[config.mk]
export PLATFORM = sky130hd
export DESIGN_NAME = parity_ram_guard
export DESIGN_NICKNAME = d
export VERILOG_FILES = /design/src/rtl/prg_pkg.sv /design/src/rtl/prg_lane_parity.sv /design/src/rtl/prg_datapath.sv /design/src/rtl/prg_ctrl.sv /design/src/rtl/parity_ram_guard.sv
export SDC_FILE = /design/constraint.sdc
export NUM_CORES = 2
export LEC_CHECK = 0
export CAP_MARGIN = 20
export CORE_MARGIN = 2
export CORE_UTILIZATION = 55
export DETAILED_ROUTE_END_ITERATION = 7
export PLACE_DENSITY = 0.68
export SLEW_MARGIN = 10
export SYNTH_ARGS = -nofsm -noshare
export SYNTH_HDL_FRONTEND = slang
export SYNTH_SLANG_ARGS = --single-unit
[constraint.sdc]
create_clock -name clk -period 2.7 [get_ports clk]
set_input_delay 0.81 -clock clk [delete_from_list [all_inputs] [get_ports clk]]
set_output_delay 0.81 -clock clk [all_outputs]
set_load 0.1 [all_outputs]
[src/rtl/prg_pkg.sv]
package prg_pkg;
  // Strobes issued by the control to the datapath.
  typedef struct packed {
    logic wrStb;
    logic rdStb;
  } memCmd_t;

  // Event returned by the datapath to the control.
  typedef struct packed {
    logic errStb;
  } dpStat_t;

  localparam int unsigned CTL_DIS_BIT  = 7;
  localparam int unsigned CTL_FLAG_BIT = 0;
endpackage

[src/rtl/prg_lane_parity.sv]
module prg_lane_parity #(
  parameter int unsigned LANES = 4,
  localparam int unsigned DATA_W = 8 * LANES
) (
  input  logic [DATA_W-1:0] dataIn,
  output logic [LANES-1:0]  parOut
);
  for (genvar g = 0; g < LANES; g++) begin : g_lane
    assign parOut[g] = ^dataIn[g*8 +: 8];
  end
endmodule

[src/rtl/prg_datapath.sv]
module prg_datapath
  import prg_pkg::*;
#(
  parameter int unsigned ADDR_W = 6,
  parameter int unsigned LANES  = 4,
  localparam int unsigned DATA_W = 8 * LANES,
  localparam int unsigned DEPTH  = 1 << ADDR_W
) (
  input  logic              clk,
  input  logic              rstN,
  input  memCmd_t           cmd,
  input  logic [ADDR_W-1:0] addr,
  input  logic [DATA_W-1:0] wdata,
  input  logic [LANES-1:0]  byteEn,
  input  logic [LANES-1:0]  injFlip,
  output logic [DATA_W-1:0] rdata,
  output dpStat_t           stat
);
  logic [DATA_W-1:0] dataMem [DEPTH];
  logic [LANES-1:0]  parMem  [DEPTH];

  logic [LANES-1:0]  genPar;
  logic [LANES-1:0]  chkPar;
  logic [DATA_W-1:0] rdData;
  logic [LANES-1:0]  rdPar;
  logic [LANES-1:0]  rdMask;
  logic              rdValid;

  prg_lane_parity #(.LANES(LANES)) u_genPar (.dataIn(wdata),  .parOut(genPar));
  prg_lane_parity #(.LANES(LANES)) u_chkPar (.dataIn(rdData), .parOut(chkPar));

  // Per-lane storage update under the byte enables.
  for (genvar g = 0; g < LANES; g++) begin : g_wr
    always_ff @(posedge clk) begin
      if (cmd.wrStb && byteEn[g]) begin
        dataMem[addr][g*8 +: 8] <= wdata[g*8 +: 8];
        parMem[addr][g]         <= genPar[g] ^ injFlip[g];
      end
    end
  end

  always_ff @(posedge clk) begin
    if (cmd.rdStb) begin
      rdData <= dataMem[addr];
      rdPar  <= parMem[addr];
      rdMask <= byteEn;
    end
  end

  always_ff @(posedge clk or negedge rstN) begin
    if (!rstN) rdValid <= 1'b0;
    else       rdValid <= cmd.rdStb;
  end

  assign rdata       = rdData;
  assign stat.errStb = rdValid && |((chkPar ^ rdPar) & rdMask);
endmodule

[src/rtl/prg_ctrl.sv]
module prg_ctrl
  import prg_pkg::*;
(
  input  logic       clk,
  input  logic       rstN,
  input  logic       causeRstN,
  input  logic       memWe,
  input  logic       memRe,
  input  logic       regSel,
  input  logic       regWe,
  input  logic [7:0] regWdata,
  input  dpStat_t    stat,
  output memCmd_t    cmd,
  output logic [7:0] regRdata,
  output logic       rstReq,
  output logic       disableBit,
  output logic       statusBit,
  output logic       causeFlag
);
  logic ctlWr;
  logic causeWr;
  logic maskDrop;
  logic flagClr;

  // Write has priority over read in the same cycle.
  assign cmd.wrStb = memWe;
  assign cmd.rdStb = memRe && !memWe;

  assign ctlWr    = regWe && !regSel;
  assign causeWr  = regWe && regSel;
  assign maskDrop = ctlWr && disableBit && !regWdata[CTL_DIS_BIT] && statusBit;
  assign flagClr  = ctlWr && !regWdata[CTL_FLAG_BIT] && !causeFlag;

  always_ff @(posedge clk or negedge rstN) begin
    if (!rstN) begin
      disableBit <= 1'b0;
      statusBit  <= 1'b0;
      rstReq     <= 1'b0;
    end else begin
      if (ctlWr) disableBit <= regWdata[CTL_DIS_BIT];
      statusBit <= stat.errStb || causeFlag || (statusBit && !flagClr);
      rstReq    <= (stat.errStb && !disableBit) || maskDrop;
    end
  end

  always_ff @(posedge clk or negedge causeRstN) begin
    if (!causeRstN)                     causeFlag <= 1'b0;
    else if (rstReq)                    causeFlag <= 1'b1;
    else if (causeWr && !regWdata[0])   causeFlag <= 1'b0;
  end

  always_comb begin
    regRdata = 8'h00;
    if (regSel) begin
      regRdata[0] = causeFlag;
    end else begin
      regRdata[CTL_DIS_BIT]  = disableBit;
      regRdata[CTL_FLAG_BIT] = statusBit;
    end
  end
endmodule

[src/rtl/parity_ram_guard.sv]
module parity_ram_guard
  import prg_pkg::*;
#(
  parameter int unsigned ADDR_W = 6,
  parameter int unsigned LANES  = 4,
  localparam int unsigned DATA_W = 8 * LANES
) (
  input  logic              clk,
  input  logic              rstN,
  input  logic              causeRstN,
  input  logic [ADDR_W-1:0] memAddr,
  input  logic [DATA_W-1:0] memWdata,
  input  logic [LANES-1:0]  memByteEn,
  input  logic              memWe,
  input  logic              memRe,
  input  logic [LANES-1:0]  memInjFlip,
  output logic [DATA_W-1:0] memRdata,
  input  logic              regSel,
  input  logic              regWe,
  input  logic [7:0]        regWdata,
  output logic [7:0]        regRdata,
  output logic              rstReq
);
  memCmd_t cmd;
  dpStat_t stat;
  logic    parErr;
  logic    disableBit;
  logic    statusBit;
  logic    causeFlag;

  assign parErr = stat.errStb;

  prg_ctrl u_ctrl (
    .clk(clk), .rstN(rstN), .causeRstN(causeRstN),
    .memWe(memWe), .memRe(memRe),
    .regSel(regSel), .regWe(regWe), .regWdata(regWdata),
    .stat(stat), .cmd(cmd), .regRdata(regRdata), .rstReq(rstReq),
    .disableBit(disableBit), .statusBit(statusBit), .causeFlag(causeFlag)
  );

  prg_datapath #(.ADDR_W(ADDR_W), .LANES(LANES)) u_dp (
    .clk(clk), .rstN(rstN), .cmd(cmd), .addr(memAddr),
    .wdata(memWdata), .byteEn(memByteEn), .injFlip(memInjFlip),
    .rdata(memRdata), .stat(stat)
  );
endmodule

# [After elaboration in Yosys (flattened, before gate mapping)]
# Memories as Yosys holds them, arrays and structs flattened. A register that Yosys moved wholly into a read port is not among the register bits.
# Cells that the tools add are included.
[totals] ramBits=2304 regBits=9 out_inout_bits=41 memories=2
[memory_table] name="u_dp.dataMem" depth=64 word_bits=32 rd=1 rd_ports_with_merged_regs=1 write_ports=1 line="prg_datapath.sv:19" source="logic [DATA_W-1:0] dataMem [DEPTH];"
[memory_table] name="u_dp.parMem" depth=64 word_bits=4 rd=1 rd_ports_with_merged_regs=1 write_ports=1 line="prg_datapath.sv:20" source="logic [LANES-1:0] parMem [DEPTH];"
[classes] bitwise=6 reduce_logical=36 mux=12
[op_table] operator="$reduce_xor 8->1" count=8
[op_table] operator="$logic_and 1x1->1" count=16
[op_table] operator="$mux 1" count=12
[op_table] operator="$logic_not 1->1" count=7
[op_table] operator="$and 4x4->4" count=1
[op_table] operator="$reduce_or 4->1" count=1
[op_table] operator="$xor 1x1->1" count=4
[op_table] operator="$xor 4x4->4" count=1
[op_table] operator="$logic_or 1x1->1" count=3
[op_table] operator="$reduce_bool 2->1" count=1

# [Longest topological paths before layout]
[depth] word_depth=7 depth_mapped=12

# [Cells and area by module]
# A second synthesis with hierarchy kept.
[hier_totals] hier_cells=5328 area_unflattened_um2=92168.4
[by_module_without_submodules] module="prg_datapath" n_inst=1 cells_each=5248 area_per_inst_um2=91423.9
[by_module_without_submodules] module="prg_lane_parity" n_inst=2 cells_each=28 area_per_inst_um2=245.2
[by_module_without_submodules] module="prg_ctrl" n_inst=1 cells_each=24 area_per_inst_um2=254.0

# [Least setup slack after synthesis]
# OpenSTA, ideal clock, no wires.
[synth_path] kind="input to register" start="in memWdata[4]" end="mem u_dp.parMem[0][0], data pin" setup_slack_ps=-973 n_path_buf=0 path_stages=4 arrival_time_ps=3106 cell_sequence="xnor2_1 -> xnor2_1 -> xnor2_1 -> xnor2_1"
[synth_between] elab_chain_len=2
[synth_lines] element="from (decl)" line="parity_ram_guard.sv:12" source="input logic [DATA_W-1:0] memWdata,"
[synth_lines] element="$reduce_xor 8->1" line="prg_lane_parity.sv:9" source="assign parOut[g] = ^dataIn[g*8 +: 8];"
[synth_lines] element="$xor 1x1->1" line="prg_datapath.sv:37" source="parMem[addr][g] <= genPar[g] ^ injFlip[g];"
[synth_lines] element="to (decl)" line="prg_datapath.sv:20"
# Every way passes these cells.

# [Worst setup path in the final report]
[layout_path] start="in regSel" end="out regRdata[0]"
[layout_between] elab_chain_len=1
[layout_lines] element="from (decl)" line="parity_ram_guard.sv:18" source="input logic regSel,"
[layout_lines] element="$mux 1" line="prg_ctrl.sv:54" source="if (regSel) begin"
[layout_lines] element="to (decl)" line="parity_ram_guard.sv:21" source="output logic [7:0] regRdata,"
# Every way passes these cells.

==> impl_metrics.env <==
export IMPL_cts_made_buffers=226
export IMPL_path_max_fanout=2
export IMPL_gp_congestion=0.943
export IMPL_yosys_top_cells_area="edfxtp_1, mux2i_1, mux4_2"
export IMPL_tns_ps=0
export IMPL_clk_path_buf_depth=3
export IMPL_rows=149
export IMPL_async_flop_share=0.00213
export IMPL_nFillCells=10800
export IMPL_start_kind="input pin"
export IMPL_p_int_uw=61700
export IMPL_grt_pass1_vias=55400
export IMPL_dr_pass1_iters=6
export IMPL_clockPowerShare=0.402
export IMPL_fmax_ghz=0.377
export IMPL_nets=6316
export IMPL_syn_to_final_growth_pct=22.0
export IMPL_drt_initial_drc_count=8912
export IMPL_p_sw_uw=18100
export IMPL_wl_per_cell_um=32.5
export IMPL_synth_edf_count=2344
export IMPL_p_per_area_mw_per_mm2=718
export IMPL_htreeDepth=4
export IMPL_cts_tree="done"
export IMPL_final_setup_skew_ps=35.9
export IMPL_power_uw=79900
export IMPL_hold_path_class="in2async"
export IMPL_grt_pass1_wl_mm=397
export IMPL_crit_required_ps=1890
export IMPL_hold_viol=0
export IMPL_drc=0
export IMPL_yosysUniqueCellTypes=66
export IMPL_cp_cell_sequence="clkdlybuf4s50_1, mux2_2, buf_12"
export IMPL_syn_area_mm2=0.0912
export IMPL_cts_resized=0
export IMPL_leakage_uw=0.0383
export IMPL_slowest_delay_ps=490
export IMPL_pin_count=102
export IMPL_worst_pin_slew_ps=815
export IMPL_postSynthCellCount=5149
export IMPL_rsz0062_at_grt="no"
export IMPL_start_util=0.554
export IMPL_swShare=0.227
export IMPL_wl_mm=281
export IMPL_peakVddDrop_mv=0.755
export IMPL_ys_flop_type="edfxtp_1"
export IMPL_slew_viol_final=0
export IMPL_drv_cap=0
export IMPL_power_frac_seq=0.513
export IMPL_place_port_buffers=89
export IMPL_cp_slowest_cell="clkdlybuf4s50_1"
export IMPL_clkLatencyLatePin_ps=880
export IMPL_ys_seq_area_frac=0.773
export IMPL_synth_area_leader_cell="edfxtp_1"
export IMPL_antenna_found_initial=6
export IMPL_min_period_over_period=0.983
export IMPL_cts_num_sinks=2349
export IMPL_path_class="in2out"
export IMPL_finalSetupViolCount=0
export IMPL_cts_hold_buf=0
export IMPL_dpl_hpwl_mm=182
export IMPL_post_cts_setup_buffers=0
export IMPL_worstSetupEndpointType="output pin"
export IMPL_grt_max_degree=65
export IMPL_yosysTopAreaCellShare=0.771
export IMPL_vias=56900
export IMPL_vias_per_cell=6.58
export IMPL_crit_arrival_ps=1840
export IMPL_status="finished, final reports clean"
export IMPL_maxSlewHeadroom=0.456
export IMPL_ant_nets=0
export IMPL_layout_drive_gt1_share=0.285
export IMPL_power_frac_comb=0.085
export IMPL_cts_root_buffer="clkbuf_16"
export IMPL_core_area_mm2=0.165
export IMPL_period_needed_ps=2650
export IMPL_die_h_um=411
export IMPL_die_area_mm2=0.169
export IMPL_track_usage=0.330
export IMPL_synth_avg_cell_area_um2=17.7
export IMPL_ys_warn_count=0
export IMPL_die_x_um=411
export IMPL_grt_overflow=0
export IMPL_clk_pin_slew_ps=60
export IMPL_synth_seq_cells=2349
-- worst paths after layout --
kind                                      start                   to  slack [ps]  cells after the start
setup reg to reg           u_dp.dataMem[51][12]       u_dp.rdata[12]         290                      6
max in group asynchronous                  rstN        u_ctrl.rstReq        2390                      1
min in group clk                    memWdata[7]  u_dp.dataMem[22][7]         380                      1
hold reg to reg                   u_ctrl.rstReq     u_ctrl.causeFlag         460                      1
hold / removal                        causeRstN     u_ctrl.causeFlag          90                      1
setup / recovery                         regSel          regRdata[0]          50                      3
-- critical path: cells and delay by family --
| family | cells | cell delay (ps) |
|---|---|---|
| buffers and inverters | 2 | 660 |
| muxes | 1 | 370 |
-- logic make-up after synthesis --
family,after synthesis,synth area share
xor+xnor,60,0.00636
compound gates,1106,0.0865
mux,593,0.0809
flops,2349,0.773
simple gates,674,0.0313
buf+inv,366,0.0221
other cells,1,0.0000411
-- cell usage after synthesis (all sizes together) (9+ instances only) --
cell     count
edfxtp    2344
nor2       389
mux2i      359
buf        269
a221oi     235
a22oi      225
a21oi      167
o21ai      162
nand2      155
mux2       133
o22ai      107
mux4       101
clkbuf      93
a22o        52
a221o       45
xnor2       44
nand3       34
a31oi       24
o2bb2ai     23
nand4       19
o211ai      13
or4         13
xor2        12
a222oi      11
nor2b       10
a211oi       9
and2         9
nor3         9
o221ai       9
-- per-stage QoR --
step / util / setup slack (ps) / area (um^2) / cells / hold slack (ps)
after floorplan: - / -249 / 91400 / 5154 / 450
after global placement: 0.629 / -673 / 104000 / 8216 / 449
final: 0.675 / 47.0 / 111000 / 8638 / 88.5
after detailed placement: 0.629 / -672 / 104000 / 8216 / 457
after CTS: 0.675 / 41.9 / 111000 / 8635 / 43.1
after global routing: 0.675 / 27.9 / 111000 / 8635 / 69.3
-- per-layer routing --
metal	routed length, um	GRT usage
met1	102000	0.452
met2	129000	0.506
met3	35700	0.0820
met4	14000	0.146
met5	45	0
-- layout by cell type (no fill, tap or decap), types with 128 or more instances in the layout --
cell / instances
buf_12: 172
a22oi_1: 225
mux2_2: 128
a21oi_1: 167
edfxtp_1: 2344
mux2i_1: 359
o21ai_0: 156
clkbuf_16: 228
buf_4: 1009
a221oi_1: 233
nand2_1: 152
nor2_1: 367
-- power by group through the flow --
stage	Sequential (uW)	Clock [uW]	Combinational (uW)
floorplan	41900	0	2630
global route	40900	33600	7010
global placement	41700	0	6500
CTS	40900	32300	6650
finish	41000	32100	6790
detailed placement	41700	0	6620
-- flip-flops by register name, summed over array words and instances (netlist names) --
register	cells
u_dp.rdMask	4
u_ctrl.rstReq	1
u_dp.rdata	32
u_dp.rdPar	4
u_dp.dataMem	2048
u_ctrl.disableBit	1
u_dp.parMem	256
u_dp.rdValid	1
u_ctrl.statusBit	1
u_ctrl.causeFlag	1
-- final cells by class --
cell class,instances,area [um^2],area share
diodes,3,7.51,0.0000675
clock buffers,269,5860,0.0527
clock inverters,150,1680,0.0151
inverters,4,25.0,0.000225
multi-input cells,2439,19000,0.171
flip-flops and latches,2349,70500,0.634
well taps,2189,2740,0.0246
repair buffers,1235,11400,0.103
No activity file was read; power rests on OpenSTA's default activity.
